`src/rtl/picker_pkg.sv`:
```
package picker_pkg;

  localparam int SEQ_W       = 8;
  localparam int USE_W       = 4;
  localparam int RANK_W      = SEQ_W + 1;
  localparam int MAX_ENTRIES = 16;
  localparam int IDX_W       = $clog2(MAX_ENTRIES);

  typedef struct packed {
    logic                     vld;
    logic signed [RANK_W-1:0] rank;
    logic [SEQ_W-1:0]         seq;
    logic [IDX_W-1:0]         idx;
  } cand_t;

  // 1 when candidate a (lower index side) should be kept over b
  function automatic logic cand_beats(input cand_t a, input cand_t b);
    logic keep_a;
    if (!b.vld) begin
      keep_a = 1'b1;
    end else if (!a.vld) begin
      keep_a = 1'b0;
    end else if (a.rank != b.rank) begin
      keep_a = (a.rank < b.rank);
    end else if (a.seq != b.seq) begin
      keep_a = (a.seq < b.seq);
    end else begin
      keep_a = 1'b1;
    end
    return keep_a;
  endfunction

endpackage

```
`src/rtl/picker_rank_leaf.sv`:
```
module picker_rank_leaf
  import picker_pkg::*;
#(
  parameter int SLOT = 0
) (
  input  logic             ready_i,
  input  logic             busy_i,
  input  logic [SEQ_W-1:0] seq_i,
  input  logic [USE_W-1:0] users_i,
  output cand_t            cand_o
);

  localparam int PAD_W = RANK_W - USE_W;

  logic signed [RANK_W-1:0] seq_ext;
  logic signed [RANK_W-1:0] use_ext;

  always_comb begin
    seq_ext     = $signed({1'b0, seq_i});
    use_ext     = $signed({{PAD_W{1'b0}}, users_i});
    cand_o.vld  = ready_i & ~busy_i;
    cand_o.rank = seq_ext - use_ext;
    cand_o.seq  = seq_i;
    cand_o.idx  = IDX_W'(SLOT);
  end

endmodule

```
`src/rtl/picker_merge_node.sv`:
```
module picker_merge_node
  import picker_pkg::*;
(
  input  cand_t lo_i,
  input  cand_t hi_i,
  output cand_t win_o
);

  logic take_lo;

  always_comb begin
    take_lo = cand_beats(lo_i, hi_i);
    win_o   = take_lo ? lo_i : hi_i;
  end

endmodule

```
`src/rtl/picker_tree.sv`:
```
module picker_tree
  import picker_pkg::*;
#(
  parameter int N_LEAF = 16
) (
  input  cand_t leaf_i [N_LEAF],
  output cand_t root_o
);

  localparam int LVLS   = (N_LEAF > 1) ? $clog2(N_LEAF) : 1;
  localparam int P      = 1 << LVLS;
  localparam int N_NODE = 2 * P - 1;

  cand_t node [N_NODE];

  generate
    for (genvar g = 0; g < P; g++) begin : g_leaf
      if (g < N_LEAF) begin : g_real
        assign node[P-1+g] = leaf_i[g];
      end else begin : g_pad
        assign node[P-1+g] = '0;
      end
    end
    for (genvar k = 0; k < P - 1; k++) begin : g_node
      picker_merge_node u_merge (
        .lo_i  (node[2*k+1]),
        .hi_i  (node[2*k+2]),
        .win_o (node[k])
      );
    end
  endgenerate

  assign root_o = node[0];

endmodule

```
`src/rtl/rank_issue_picker.sv`:
```
module rank_issue_picker
  import picker_pkg::*;
#(
  parameter int N_ENTRIES = 16
) (
  input  logic                         clk,
  input  logic                         rst_n,
  input  logic [N_ENTRIES-1:0]         ready_i,
  input  logic [N_ENTRIES-1:0]         busy_i,
  input  logic [N_ENTRIES*SEQ_W-1:0]   seq_i,
  input  logic [N_ENTRIES*USE_W-1:0]   users_i,
  output logic [N_ENTRIES-1:0]         grant_o,
  output logic [IDX_W-1:0]             sel_idx_o,
  output logic                         found_o
);

  cand_t leaf  [N_ENTRIES];
  cand_t root;

  generate
    for (genvar i = 0; i < N_ENTRIES; i++) begin : g_slot
      picker_rank_leaf #(.SLOT(i)) u_leaf (
        .ready_i (ready_i[i]),
        .busy_i  (busy_i[i]),
        .seq_i   (seq_i[i*SEQ_W +: SEQ_W]),
        .users_i (users_i[i*USE_W +: USE_W]),
        .cand_o  (leaf[i])
      );
    end
  endgenerate

  picker_tree #(.N_LEAF(N_ENTRIES)) u_tree (
    .leaf_i (leaf),
    .root_o (root)
  );

  // next-state
  logic                 found_d;
  logic [IDX_W-1:0]     idx_d;
  logic [N_ENTRIES-1:0] grant_d;

  always_comb begin
    found_d = root.vld;
    idx_d   = root.vld ? root.idx : '0;
    for (int i = 0; i < N_ENTRIES; i++) begin
      grant_d[i] = found_d && (idx_d == IDX_W'(i));
    end
  end

  // registers
  logic                 found_q;
  logic [IDX_W-1:0]     idx_q;
  logic [N_ENTRIES-1:0] grant_q;

  always_ff @(posedge clk or negedge rst_n) begin
    if (!rst_n) begin
      found_q <= 1'b0;
      idx_q   <= '0;
      grant_q <= '0;
    end else begin
      found_q <= found_d;
      idx_q   <= idx_d;
      grant_q <= grant_d;
    end
  end

  assign found_o   = found_q;
  assign sel_idx_o = idx_q;
  assign grant_o   = grant_q;

endmodule

```
`config.mk`:
```
export PLATFORM = sky130hd
export DESIGN_NAME = rank_issue_picker
export DESIGN_NICKNAME = d
export VERILOG_FILES = /design/src/rtl/picker_pkg.sv /design/src/rtl/picker_rank_leaf.sv /design/src/rtl/picker_merge_node.sv /design/src/rtl/picker_tree.sv /design/src/rtl/rank_issue_picker.sv
export SDC_FILE = /design/constraint.sdc
export NUM_CORES = 1
export LEC_CHECK = 0
export ABC_AREA = 1
export BUFFER_PORTS_ARGS = -buffer_cell sky130_fd_sc_hd__buf_2
export CAP_MARGIN = 5
export CORE_MARGIN = 2
export CORE_UTILIZATION = 60
export DETAILED_ROUTE_END_ITERATION = 16
export PLACE_DENSITY = 0.89
export SETUP_SLACK_MARGIN = 0.15
export SYNTH_ARGS = -nofsm -noshare
export SYNTH_HDL_FRONTEND = slang
export SYNTH_HIERARCHICAL = 1
export SYNTH_SLANG_ARGS = --single-unit
```
`constraint.sdc`:
```
create_clock -name clk -period 0.8 [get_ports clk]
set_clock_uncertainty 0.2 [all_clocks]
set_input_delay 0.08 -clock clk [delete_from_list [all_inputs] [get_ports clk]]
set_output_delay 0.08 -clock clk [all_outputs]
set_load 0.03 [all_outputs]
```
==> impl_metrics.csv, run 1 <==
group,metric,value,unit
place,dp.cells,4436,
place,routabilityCongestion,0.979,
global_routing,grt_overflow,56,
synthesis,syn_area_per_cell,5.55,um^2
sta,worstEndpointType,"register input",
synthesis,synth_cells,3392,
clocking,cts_inserted_buffers,3,
floorplan,io_pins,247,
place,dpl_cell_area,23900,um^2
synthesis,synth.cell_area,18800,um^2
place,numPortBuffers,246,
global_routing,grt_max_degree,23,
clocking,clockBufferDepth,2,
place,dpl.hpwl,48600,um
synthesis,yosysWarnings,6,
floorplan,die_x,181,um
global_routing,grt_use_total,75.3,%
outcome,error,"[ERROR GRT-0232] Routing congestion too high. Check the congestion heatmap in the GUI.",
floorplan,die_h,181,um
floorplan,num_rows,64,
floorplan,initial_utilization,61.2,%
clocking,cts-root-buf,"clkbuf_16",
sta,grt-worst-endpoint,"grant_o[15]$_DFF_PN0_/D",
outcome,status,"aborted with a tool error",
outcome,haltStage,"5_1_grt",
clocking,htreeDepth,1,
-- stage by stage --
stage               util (%)  hold slack (ns)  setup TNS [ns]  worst slack, ns
CTS                     80.8           -0.421         -128.64            -6.14
global placement        77.7           -0.168         -126.85            -6.28
floorplan                  -           -0.416         -107.63            -5.38
detailed placement      77.7           -0.154         -133.63            -6.63
-- metal layers --
layer,overflow,track usage [%]
met2,26,91.1
met5,0,41.8
met4,27,78.6
met1,1,71.4
met3,2,63.4
-- repair_timing --
action	in CTS
pin swaps	17
cloned	8
endpoints found under the hold margin	21
setup endpoints to repair	42
gates resized for setup	149
buffers inserted	21
==> inputs of run 2 (changes only) <==
--- a/config.mk
+++ b/config.mk
@@ -9,10 +9,9 @@
 export BUFFER_PORTS_ARGS = -buffer_cell sky130_fd_sc_hd__buf_2
 export CAP_MARGIN = 5
 export CORE_MARGIN = 2
-export CORE_UTILIZATION = 60
+export CORE_UTILIZATION = 40
 export DETAILED_ROUTE_END_ITERATION = 16
-export PLACE_DENSITY = 0.89
-export SETUP_SLACK_MARGIN = 0.15
+export PLACE_DENSITY_LB_ADDON = 0.15
 export SYNTH_ARGS = -nofsm -noshare
 export SYNTH_HDL_FRONTEND = slang
 export SYNTH_HIERARCHICAL = 1
==> impl_metrics.csv, run 2 <==
group,metric,value,unit
critical_path,cp_max_fo,6,
critical_path,crit_required,0.74,ns
synthesis,yosysWarnings,6,
floorplan,die_x,221,um
pwr,power,45.5,mW
global_routing,grt_pass1_wl,95000,um
routing,drt_iter0_drc,951,
floorplan,io_pins,247,
sta,rsz0062_at_grt,"true",
clocking,clkSinkCount,21,
place,routabilityCongestion,0.867,
sta,setup_tns,-128.68,ns
synthesis,synth_cells,3392,
critical_path,crit_path_start_kind,"primary input",
finish,largest_reg_flops,16,
synthesis,synth.cell_area,18800,um^2
sta,period_needed,6.93,ns
pwr,power_leakage,18.0,nW
critical_path,worst_setup_path_end_kind,"register",
finish,antenna_cells,0,
pwr,power_density,1430,nW/um^2
routing,firstDrtPassIters,5,
routing,antenna_left,0,
min_path,hold_path.class,"in2async",
finish,final_common_cell,"buf_4",
place,dpl.hpwl,47300,um
global_routing,grt_use_total,22.5,%
floorplan,placeableCoreArea,46500,um^2
routing,wirelength,66600,um
flow_run,drv_cap,0,
outcome,violations,"setup timing",
floorplan,die_h,221,um
finish,area_delta_synth_final,68.6,%
finish,fin_nets,4835,
finish,mostFrequentLayoutCells,"buf_4, nand2_1, inv_1",
global_routing,grt_max_degree,23,
critical_path,crit_path_max_incr_delay,0.37,ns
global_routing,grt_overflow,0,
pwr,vdd_drop_max,0.00254,V
clocking,htreeDepth,1,
routing,remaining_drc_errors,0,
outcome,status,"complete, but fails checks",
sta,setup_viol,42,
critical_path,critPathSlowestCell,"fa_2",
floorplan,num_rows,79,
critical_path,cp_data_arrival_time,6.87,ns
routing,vias_per_cell,4.72,
sta,final-hold-violation-count,0,
sta,fmax,144,MHz
clocking,cts_tree,"yes",
sta,final.period_utilization,866,%
sta,fin_ws,-6.13,ns
clocking,cts-root-buf,"clkbuf_16",
global_routing,grt_pass1_vias,20549,
global_routing,antenna_found_initial,0,
place,preCtsSetupSlack,-6.58,ns
clocking,clockBufferDepth,2,
clocking,cts.reportedPaths.clkPinSlew,0.06,ns
critical_path,cp_common_cell,"nand2_2",
finish,drive_above_1_share,52.6,%
place,numPortBuffers,246,
floorplan,die-area,48800,um^2
critical_path,worstSetupPathType,"in2reg",
synthesis,syn_area_per_cell,5.55,um^2
routing,vias,23043,
sta,drv_slew,0,
routing,routedWlPerCell,13.7,um
clocking,cts_inserted_buffers,3,
floorplan,initial_utilization,40.5,%
-- run 2: layout make-up --
cell class	instances	area (um^2)
inverters	682	2620
clock buffers	3	75.1
multi-input cells	2450	19000
repair buffers	1116	8780
flip-flops and latches	21	526
clock inverters	1	5.00
well taps	607	759
fillers	3915	14700
-- run 2: final timing paths --
kind / from / end / slack, ns / depth (start not counted)
worst max-delay path: users_i[12] / grant_o[8] / -6.13 / 63
worst min-delay path: rst_n / grant_o[3] / 0.09 / 3
max in group asynchronous: rst_n / grant_o[15] / 0.17 / 3
min in group clk: grant_o[15] / grant_o[15] / 0.59 / 1
-- run 2: what timing repair did --
item                       4_1_cts  5_1_grt
pin swaps                       85      509
hold buffers                     1        0
cloned                           9       24
resized for setup              249     1023
hold endpoints to repair        21        0
setup buffers                   33      110
setup endpoints to repair       42       42
-- run 2: power breakdown --
| part | switching, mW | internal, mW | total, mW |
|---|---|---|---|
| logic | 22.9 | 20.0 | 42.9 |
| registers | 0.176 | 1.41 | 1.58 |
| clock network | 0.366 | 0.670 | 1.04 |
-- run 2: through the flow --
| stage | hold slack, ns | cells | area (um^2) | utilization, % |
|---|---|---|---|---|
| 2_1_floorplan | -0.416 | 3426 | 19400 | - |
| 5_1_grt | 0.123 | 4880 | 31700 | 68.3 |
| 4_1_cts | 0.0883 | 4747 | 26100 | 56.1 |
| 6_report | 0.0944 | 4880 | 31700 | 68.3 |
| 3_5_place_dp | -0.181 | 4700 | 24600 | 52.9 |
| 3_3_place_gp | -0.180 | 4700 | 24600 | 52.9 |
-- run 2: routing by layer --
layer	vias to the layer above	track usage, %	share of wire (%)
met2	506	39.1	49
met5	-	0	0
met3	114	1.31	3.3
li1	11925	-	-
met1	10498	31.3	45
met4	0	2.97	2.3
-- run 2: worst max-delay path, delay by kind of cell --
| kind | cells | cell delay (ns) |
|---|---|---|
| buffers and inverters | 10 | 1.03 |
| and+or+nand+nor | 44 | 3.80 |
| adders and majority gates | 6 | 1.55 |
| AOI/OAI and AO/OA | 3 | 0.38 |
Note: power is estimated with default switching activity, not from simulation.
